===== src/rtl/lru_tps_pkg.sv =====
package lru_tps_pkg;

  typedef enum logic [2:0] {
    ST_IDLE,
    ST_PASS1,
    ST_BOUND,
    ST_SEED,
    ST_FIX,
    ST_FINISH
  } lru_state_t;

  // Strobes from control to datapath, at most one group active per cycle.
  typedef struct packed {
    logic clear;       // empty every stack, a run begins
    logic step1;       // first-pass reference for all engines
    logic latchBound;  // capture first-pass miss sum
    logic seed;        // load predecessor final stacks, arm repair
    logic fixStep;     // repair reference for armed engines
    logic finish;      // publish totals and pulse done
  } lru_strobe_t;

endpackage


===== src/rtl/lru_tps_engine.sv =====
module lru_tps_engine #(
  parameter int WAYS  = 4,
  parameter int BLK_W = 8,
  localparam int POS_W = $clog2(WAYS),
  localparam int VC_W  = $clog2(WAYS + 1)
) (
  input  logic                        clk,
  input  logic                        rstN,
  input  logic                        clear,
  input  logic                        seed,
  input  logic [WAYS-1:0][BLK_W:0]    seedStk,
  input  logic                        step,
  input  logic [BLK_W-1:0]            refBlk,
  output logic [WAYS-1:0][BLK_W:0]    nextStk,
  output logic                        hit
);

  logic [WAYS-1:0][BLK_W:0] curStk;
  logic [POS_W-1:0]         hitPos;
  logic [POS_W-1:0]         shiftLimit;
  logic [WAYS-1:0]          validBits;
  logic [VC_W-1:0]          validCnt;
  logic                     dupFound;

  // Match search: a slot only counts when its valid bit is set.
  always_comb begin
    hit    = 1'b0;
    hitPos = POS_W'(WAYS - 1);
    for (int j = WAYS - 1; j >= 0; j--) begin
      if (curStk[j][BLK_W] && (curStk[j][BLK_W-1:0] == refBlk)) begin
        hit    = 1'b1;
        hitPos = POS_W'(j);
      end
    end
    // A miss shifts the whole stack, dropping the last slot.
    shiftLimit = hit ? hitPos : POS_W'(WAYS - 1);
  end

  always_comb begin
    nextStk[0] = {1'b1, refBlk};
    for (int j = 1; j < WAYS; j++) begin
      nextStk[j] = (POS_W'(j) <= shiftLimit) ? curStk[j-1] : curStk[j];
    end
  end

  always_ff @(posedge clk or negedge rstN) begin
    if (!rstN)      curStk <= '0;
    else if (clear) curStk <= '0;
    else if (seed)  curStk <= seedStk;
    else if (step)  curStk <= nextStk;
  end

  always_comb begin
    dupFound = 1'b0;
    for (int i = 0; i < WAYS; i++) begin
      validBits[i] = curStk[i][BLK_W];
      for (int j = i + 1; j < WAYS; j++) begin
        if (curStk[i][BLK_W] && curStk[j][BLK_W] &&
            (curStk[i][BLK_W-1:0] == curStk[j][BLK_W-1:0]))
          dupFound = 1'b1;
      end
    end
    validCnt = VC_W'($countones(validBits));
  end

  AST_TOP_IS_REF: assert property (@(posedge clk) disable iff (!rstN)
    (step && !clear && !seed) |=> curStk[0] == {1'b1, $past(refBlk)});
  AST_NO_DUP_BLOCK: assert property (@(posedge clk) disable iff (!rstN)
    !dupFound);
  AST_HIT_KEEPS_SIZE: assert property (@(posedge clk) disable iff (!rstN)
    (step && hit && !clear && !seed) |=> validCnt == $past(validCnt));
  AST_MISS_GROWS: assert property (@(posedge clk) disable iff (!rstN)
    (step && !hit && !clear && !seed) |=>
      validCnt == (($past(validCnt) == VC_W'(WAYS)) ? VC_W'(WAYS) : $past(validCnt) + 1'b1));
  AST_EMPTY_NO_MATCH: assert property (@(posedge clk) disable iff (!rstN)
    (step && validBits == '0) |-> !hit);

endmodule


===== src/rtl/lru_tps_ctrl.sv =====
module lru_tps_ctrl
  import lru_tps_pkg::*;
#(
  parameter int NUM_SEG = 4,
  parameter int SEG_LEN = 16,
  localparam int IDX_W  = $clog2(SEG_LEN),
  localparam int SEGC_W = $clog2(NUM_SEG + 1)
) (
  input  logic              clk,
  input  logic              rstN,
  input  logic              start,
  input  logic [SEGC_W-1:0] segCount,
  input  logic              anyRun,
  input  logic              feedChg,
  output lru_strobe_t       stb,
  output logic [IDX_W-1:0]  refIdx,
  output logic [SEGC_W-1:0] segCntQ,
  output logic              busy,
  output logic [SEGC_W-1:0] fixRounds
);

  localparam logic [IDX_W-1:0]  LAST_IDX = IDX_W'(SEG_LEN - 1);
  localparam logic [SEGC_W-1:0] SEG_MAX  = SEGC_W'(NUM_SEG);

  lru_state_t        st, stNext;
  logic [SEGC_W-1:0] segClamp;

  always_comb begin
    if (segCount == '0)          segClamp = SEGC_W'(1);
    else if (segCount > SEG_MAX) segClamp = SEG_MAX;
    else                         segClamp = segCount;
  end

  always_comb begin
    stb    = '0;
    stNext = st;
    unique case (st)
      ST_IDLE: if (start) begin
        stb.clear = 1'b1;
        stNext    = ST_PASS1;
      end
      ST_PASS1: begin
        stb.step1 = 1'b1;
        if (refIdx == LAST_IDX) stNext = ST_BOUND;
      end
      ST_BOUND: begin
        stb.latchBound = 1'b1;
        stNext = (segCntQ == SEGC_W'(1)) ? ST_FINISH : ST_SEED;
      end
      ST_SEED: begin
        stb.seed = 1'b1;
        stNext   = ST_FIX;
      end
      ST_FIX: begin
        if (anyRun) stb.fixStep = 1'b1;
        else        stNext = feedChg ? ST_SEED : ST_FINISH;
      end
      ST_FINISH: begin
        stb.finish = 1'b1;
        stNext     = ST_IDLE;
      end
      default: stNext = ST_IDLE;
    endcase
  end

  always_ff @(posedge clk or negedge rstN) begin
    if (!rstN) begin
      st        <= ST_IDLE;
      refIdx    <= '0;
      segCntQ   <= SEGC_W'(1);
      fixRounds <= '0;
    end else begin
      st <= stNext;
      if (stb.clear || stb.seed)       refIdx <= '0;
      else if (stb.step1 || stb.fixStep) refIdx <= refIdx + 1'b1;
      if (stb.clear) begin
        segCntQ   <= segClamp;
        fixRounds <= '0;
      end else if (stb.seed && fixRounds != SEG_MAX) begin
        fixRounds <= fixRounds + 1'b1;
      end
    end
  end

  assign busy = (st != ST_IDLE);

  AST_ROUND_LIMIT: assert property (@(posedge clk) disable iff (!rstN)
    (st == ST_FINISH) |-> fixRounds < segCntQ);
  AST_START_IGNORED: assert property (@(posedge clk) disable iff (!rstN)
    (busy && start) |=> segCntQ == $past(segCntQ));
  AST_SEG_RANGE: assert property (@(posedge clk) disable iff (!rstN)
    (segCntQ != '0) && (segCntQ <= SEG_MAX));

endmodule


===== src/rtl/lru_tps_dp.sv =====
module lru_tps_dp
  import lru_tps_pkg::*;
#(
  parameter int NUM_SEG = 4,
  parameter int SEG_LEN = 16,
  parameter int BLK_W   = 8,
  parameter int WAYS    = 4,
  localparam int DEPTH  = NUM_SEG * SEG_LEN,
  localparam int ADDR_W = $clog2(DEPTH),
  localparam int IDX_W  = $clog2(SEG_LEN),
  localparam int CNT_W  = $clog2(DEPTH + 1),
  localparam int SEGC_W = $clog2(NUM_SEG + 1)
) (
  input  logic              clk,
  input  logic              rstN,
  input  lru_strobe_t       stb,
  input  logic [IDX_W-1:0]  refIdx,
  input  logic [SEGC_W-1:0] segCntQ,
  input  logic              busy,
  input  logic              loadEn,
  input  logic [ADDR_W-1:0] loadAddr,
  input  logic [BLK_W-1:0]  loadBlk,
  output logic              anyRun,
  output logic              feedChg,
  output logic [CNT_W-1:0]  totalHits,
  output logic [CNT_W-1:0]  totalMisses,
  output logic [CNT_W-1:0]  missBound,
  output logic              done
);

  localparam logic [IDX_W-1:0] LAST_IDX = IDX_W'(SEG_LEN - 1);

  typedef logic [WAYS-1:0][BLK_W:0] stk_t;

  logic [BLK_W-1:0] traceMem [DEPTH];
  stk_t             finalArr [NUM_SEG];
  logic             runArr   [NUM_SEG];
  logic             chgArr   [NUM_SEG];
  logic [IDX_W:0]   hitCntArr[NUM_SEG];
  logic [CNT_W-1:0] hitSum;
  logic [CNT_W-1:0] refTotal;

  always_ff @(posedge clk) begin
    if (loadEn && !busy) traceMem[loadAddr] <= loadBlk;
  end

  for (genvar e = 0; e < NUM_SEG; e++) begin : g_eng
    stk_t             nextStk;
    stk_t             seedStk;
    stk_t             snap [SEG_LEN];
    logic [SEG_LEN-1:0] hitLog;
    logic [BLK_W-1:0] refBlk;
    logic             hit, run, chg, step, same;

    if (e == 0) begin : g_first
      assign seedStk = '0;
    end else begin : g_rest
      assign seedStk = finalArr[e-1];
    end

    assign refBlk = traceMem[ADDR_W'(e * SEG_LEN) + ADDR_W'(refIdx)];
    assign step   = stb.step1 | (stb.fixStep & run);
    assign same   = (nextStk == snap[refIdx]);

    lru_tps_engine #(.WAYS(WAYS), .BLK_W(BLK_W)) u_engine (
      .clk     (clk),
      .rstN    (rstN),
      .clear   (stb.clear),
      .seed    (stb.seed && (e != 0)),
      .seedStk (seedStk),
      .step    (step),
      .refBlk  (refBlk),
      .nextStk (nextStk),
      .hit     (hit)
    );

    // Snapshot and hit record; a matching replay still rewrites its hit bit.
    always_ff @(posedge clk) begin
      if (step) snap[refIdx] <= nextStk;
    end

    always_ff @(posedge clk or negedge rstN) begin
      if (!rstN) begin
        hitLog <= '0;
        run    <= 1'b0;
        chg    <= 1'b0;
      end else begin
        if (step) hitLog[refIdx] <= hit;
        if (stb.clear) begin
          run <= 1'b0;
          chg <= 1'b0;
        end else if (stb.seed) begin
          run <= (e != 0) && (SEGC_W'(e) < segCntQ);
          chg <= 1'b0;
        end else if (stb.fixStep && run) begin
          if (same || refIdx == LAST_IDX) run <= 1'b0;
          if (!same && refIdx == LAST_IDX) chg <= 1'b1;
        end
      end
    end

    assign finalArr[e]  = snap[SEG_LEN-1];
    assign runArr[e]    = run;
    assign chgArr[e]    = chg && (SEGC_W'(e + 1) < segCntQ);
    assign hitCntArr[e] = (IDX_W + 1)'($countones(hitLog));

    AST_FIRST_IDLE: assert property (@(posedge clk) disable iff (!rstN)
      (e == 0) |-> !run);
  end

  always_comb begin
    anyRun  = 1'b0;
    feedChg = 1'b0;
    hitSum  = '0;
    for (int e = 0; e < NUM_SEG; e++) begin
      anyRun  = anyRun | runArr[e];
      feedChg = feedChg | chgArr[e];
      if (SEGC_W'(e) < segCntQ) hitSum = hitSum + CNT_W'(hitCntArr[e]);
    end
  end

  assign refTotal = CNT_W'(segCntQ) * CNT_W'(SEG_LEN);

  always_ff @(posedge clk or negedge rstN) begin
    if (!rstN) begin
      totalHits   <= '0;
      totalMisses <= '0;
      missBound   <= '0;
      done        <= 1'b0;
    end else begin
      done <= stb.finish;
      if (stb.latchBound) missBound <= refTotal - hitSum;
      if (stb.finish) begin
        totalHits   <= hitSum;
        totalMisses <= refTotal - hitSum;
      end
    end
  end

  AST_BOUND_HOLDS: assert property (@(posedge clk) disable iff (!rstN)
    done |-> totalMisses <= missBound);
  AST_DONE_PULSE: assert property (@(posedge clk) disable iff (!rstN)
    done |=> !done);
  AST_TOTAL_SUM: assert property (@(posedge clk) disable iff (!rstN)
    done |-> (totalHits + totalMisses) == refTotal);

endmodule


===== src/rtl/lru_tps_top.sv =====
module lru_tps_top
  import lru_tps_pkg::*;
#(
  parameter int NUM_SEG = 4,
  parameter int SEG_LEN = 16,
  parameter int BLK_W   = 8,
  parameter int WAYS    = 4,
  localparam int DEPTH  = NUM_SEG * SEG_LEN,
  localparam int ADDR_W = $clog2(DEPTH),
  localparam int IDX_W  = $clog2(SEG_LEN),
  localparam int CNT_W  = $clog2(DEPTH + 1),
  localparam int SEGC_W = $clog2(NUM_SEG + 1)
) (
  input  logic              clk,
  input  logic              rstN,
  input  logic              loadEn,
  input  logic [ADDR_W-1:0] loadAddr,
  input  logic [BLK_W-1:0]  loadBlk,
  input  logic              start,
  input  logic [SEGC_W-1:0] segCount,
  output logic [CNT_W-1:0]  totalHits,
  output logic [CNT_W-1:0]  totalMisses,
  output logic [CNT_W-1:0]  missBound,
  output logic              done,
  output logic [SEGC_W-1:0] fixRounds
);

  lru_strobe_t       stb;
  logic [IDX_W-1:0]  refIdx;
  logic [SEGC_W-1:0] segCntQ;
  logic              busy, anyRun, feedChg;

  lru_tps_ctrl #(.NUM_SEG(NUM_SEG), .SEG_LEN(SEG_LEN)) u_ctrl (
    .clk       (clk),
    .rstN      (rstN),
    .start     (start),
    .segCount  (segCount),
    .anyRun    (anyRun),
    .feedChg   (feedChg),
    .stb       (stb),
    .refIdx    (refIdx),
    .segCntQ   (segCntQ),
    .busy      (busy),
    .fixRounds (fixRounds)
  );

  lru_tps_dp #(.NUM_SEG(NUM_SEG), .SEG_LEN(SEG_LEN), .BLK_W(BLK_W), .WAYS(WAYS)) u_dp (
    .clk         (clk),
    .rstN        (rstN),
    .stb         (stb),
    .refIdx      (refIdx),
    .segCntQ     (segCntQ),
    .busy        (busy),
    .loadEn      (loadEn),
    .loadAddr    (loadAddr),
    .loadBlk     (loadBlk),
    .anyRun      (anyRun),
    .feedChg     (feedChg),
    .totalHits   (totalHits),
    .totalMisses (totalMisses),
    .missBound   (missBound),
    .done        (done)
  );

endmodule


===== config.mk =====
export PLATFORM = sky130hd
export DESIGN_NAME = lru_tps_top
export DESIGN_NICKNAME = d
export VERILOG_FILES = /design/src/rtl/lru_tps_pkg.sv /design/src/rtl/lru_tps_engine.sv /design/src/rtl/lru_tps_ctrl.sv /design/src/rtl/lru_tps_dp.sv /design/src/rtl/lru_tps_top.sv
export SDC_FILE = /design/constraint.sdc
export NUM_CORES = 2
export LEC_CHECK = 0
export BUFFER_PORTS_ARGS = -buffer_cell sky130_fd_sc_hd__buf_2
export CORE_MARGIN = 3
export CORE_UTILIZATION = 32
export DETAILED_ROUTE_END_ITERATION = 12
export REMOVE_ABC_BUFFERS = 1
export SYNTH_ARGS = -nofsm -noshare
export SYNTH_HDL_FRONTEND = slang
export SYNTH_SLANG_ARGS = --single-unit

===== constraint.sdc =====
create_clock -name clk -period 8.99 [get_ports clk]
set_clock_uncertainty 0.15 [all_clocks]
set_input_delay 1.3485 -clock clk [delete_from_list [all_inputs] [get_ports clk]]
set_output_delay 1.3485 -clock clk [all_outputs]
set_load 0.05 [all_outputs]

==> impl_metrics.tcl <==
set metrics [dict create \
    holdPathEnd "u_dp.totalMisses[3]$_DFFE_PN0P_" \
    post-route-period-util_pct 83.8 \
    synth_edf_count 2227 \
    yosys.area.top_type "edfxtp_1" \
    path_common_cell "ha_1" \
    grt_use_total_pct 16.2 \
    antenna_found_initial 9 \
    vdd_drop_max_uv 277 \
    max-clock-path-buffers 4 \
    syn_area_um2 104000 \
    synth_adder_area_share_pct 1.82 \
    firstDrtPassIters 6 \
    first_global_vias 55121 \
    hold_depth 2 \
    gp_congestion 0.897 \
    rows 208 \
    hp-start "u_dp.totalMisses[3]$_DFFE_PN0P_" \
    ant_nets 0 \
    post_cts_buffers 0 \
    dp_slack_ns 1.47 \
    core-area_um2 322000 \
    placedCellCount 9851 \
    ys_warn_count 0 \
    num_vias 54499 \
    grt_max_degree 144 \
    synth_top_family_by_area "multiplexers" \
    grt-ovfl-total 0 \
    max_stage_delay_ns 0.56 \
    muxShareOfSynthArea_pct 16.1 \
    setup_tns_ns 0 \
    worst_path_max_delay_cell "fa_1" \
    ys_seq_elements 2476 \
    synth_compound_area_share_pct 3.55 \
    numCtsBuffers 267 \
    cts_tree "built" \
    start_util_pct 32.3 \
    die_x_um 576 \
    synth_top_area_share_pct 64.3 \
    yosysMostFrequentCell "edfxtp_1" \
    die_h_um 576 \
    setup_violations 0 \
    synthXorXnorAreaFrac_pct 2.02 \
    fmax_ghz 0.133 \
    num_io_pins 46 \
    ys_seq_area_share_pct 70.3 \
    drive_gt1_share_pct 23.2 \
    fillers 29867 \
    nets 5960 \
    wl_per_cell_um 26.5 \
    finalCriticalPeriod_ns 7.54 \
    drtIter0Drc 6193 \
    cap_violations 0 \
    path_class "flop to flop" \
    hold_buffers 0 \
    synth_common_cells "edfxtp_1, mux4_2, nor2_1" \
    synthArstFlopShare_pct 10.1 \
    synth_cell_type_count 96 \
    clockRootBuffer "clkbuf_16" \
    synth_area_leaders "edfxtp_1, mux4_2, dfrtp_1, nor2_1, mux2i_1" \
    h-tree-depth 5 \
    hold_class "flop to flop" \
    tightest_slew_ns 1.38 \
    via_per_inst 5.29 \
    avgSynthCellArea_um2 18.4 \
    stdcell_count 10312 \
    io_buffers 45 \
    status "finished, final reports clean" \
    required_ns 9.54 \
    synth-simple-area-share_pct 3.95 \
    syn2layout_area_growth_pct 13.5 \
    clk_pin_slew_ns 0.06 \
    worst_slack_ns 1.45 \
    die_area_um2 332000 \
    grt_pass1_wl_mm 397 \
    reg2reg_slack_ns 1.45 \
    power.density_nw_per_um2 350 \
    final_core_util_pct 36.6 \
    cp-end-kind "flop" \
    reg2reg_from "u_dp.g_eng[0].hitLog[10]$_DFFE_PN0P_" \
    drc 0 \
    leakage_nw 38.8 \
    arrival_ns 8.09 \
    synthFlopType "edfxtp_1" \
    synth_cells 5657 \
    cp_max_fo 3 \
    rr_worst_depth 31 \
    post_cts_resized 0 \
    clock-sinks 2476 \
    clock_latency_ns 0.84 \
    slew_viol_final 0 \
    hpwl_mm 164 \
    rsz0062_at_grt "false" \
    finalHoldViolCount 0 \
    start_kind "flop" \
    reg2reg_to "u_dp.missBound[6]$_DFFE_PN0P_" \
    drt-total-wl_mm 274 \
    slew-limit-headroom_pct 7.33 \
]
state kept, by name, summed over array words and instances, names as in the netlist:
name                        cells
u_dp.g_eng.run                  3
u_dp.g_eng.u_engine.curStk    144
u_dp.g_eng.chg                  4
u_dp.totalMisses                7
u_ctrl.fixRounds                3
u_dp.missBound                  7
u_dp.g_eng.snap              1715
u_ctrl.segCntQ                  3
u_dp.g_eng.hitLog              64
u_dp.totalHits                  6
u_ctrl.refIdx                   4
u_dp.done                       1
u_ctrl.st                       3
u_dp.traceMem                 512
report_power, final:
part / switching (mW) / total, mW / internal, mW
combinational: 8.96 / 14.5 / 5.57
sequential: 0.936 / 16.2 / 15.2
clock: 4.41 / 10.6 / 6.19
total: 14.3 / 41.3 / 27.0
final cells by class:
cell class | instances | area, um2 | share of cell area (%)
Clock inverter | 112 | 1140 | 0.963
Multi-Input combinational cell | 2705 | 29000 | 24.6
Antenna cell | 4 | 10.0 | 0.00849
Inverter | 173 | 657 | 0.557
Sequential cell | 2476 | 73100 | 62.0
Tap cell | 4305 | 5390 | 4.57
Clock buffer | 344 | 7180 | 6.08
Timing Repair Buffer | 193 | 1470 | 1.25
layer usage:
layer / global-route usage, % / routed length [um]
met3: 2.57 / 19300
met2: 26.2 / 131000
met5: 0 / 20
met1: 22.2 / 113000
met4: 5.32 / 9870
kinds of logic after synthesis:
logic type	after synthesis
xor gates and xnor gates	239
DFF	2476
buffers and inverters	476
AOI/OAI and AO/OA	550
and+or+nand+nor	907
adders and majority gates	123
muxes	886
worst max-delay path by stage:
stage                                          from                              end  slack [ns]  cells past startpoint
2_1_floorplan          u_ctrl.refIdx[0]$_DFFE_PN0P_    u_dp.g_eng[1].chg$_DFFE_PN0P_      -19.23                     12
3_3_place_gp   u_dp.g_eng[0].hitLog[10]$_DFFE_PN0P_    u_dp.missBound[6]$_DFFE_PN0P_        1.39                     30
5_1_grt        u_dp.g_eng[0].hitLog[10]$_DFFE_PN0P_    u_dp.missBound[6]$_DFFE_PN0P_        0.87                     31
3_5_place_dp   u_dp.g_eng[0].hitLog[10]$_DFFE_PN0P_  u_dp.totalMisses[6]$_DFFE_PN0P_        1.47                     31
4_1_cts        u_dp.g_eng[0].hitLog[10]$_DFFE_PN0P_    u_dp.missBound[6]$_DFFE_PN0P_        1.41                     31
6_report       u_dp.g_eng[0].hitLog[10]$_DFFE_PN0P_    u_dp.missBound[6]$_DFFE_PN0P_        1.45                     31
metrics by stage:
step | hold WS, ns | cell area [um2] | power [mW]
2_1_floorplan | 0.292 | 102000 | 26.5
3_3_place_gp | 0.314 | 110000 | 30.6
5_1_grt | 0.365 | 118000 | 43.2
6_report | 0.332 | 118000 | 41.3
3_5_place_dp | 0.324 | 110000 | 30.9
4_1_cts | 0.332 | 118000 | 41.6
worst max-delay path: cells and delay by family, from the launching register on:
family,cells,cell delay [ns]
adder cells (fa/ha/maj),11,4.23
AO/OA/AOI/OAI,7,1.21
AND/OR/NAND/NOR,4,0.51
flip-flops,1,0.39
XOR/XNOR,3,0.37
buffers and inverters,5,0.30
multiplexers,1,0.26
cell usage in the layout, fill, tap and decap left out, types with 88 or more instances in the layout:
cell and count:
mux4_2 609, clkbuf_16 273, buf_4 138, a21oi_1 159, dfrtp_1 244, xnor2_1 158
edfxtp_1 2227, nand2_1 228, inv_1 168, o21ai_0 88, mux2_2 116, mux2i_1 139
nor2_1 338
Note: power is estimated with default switching activity, not from simulation.
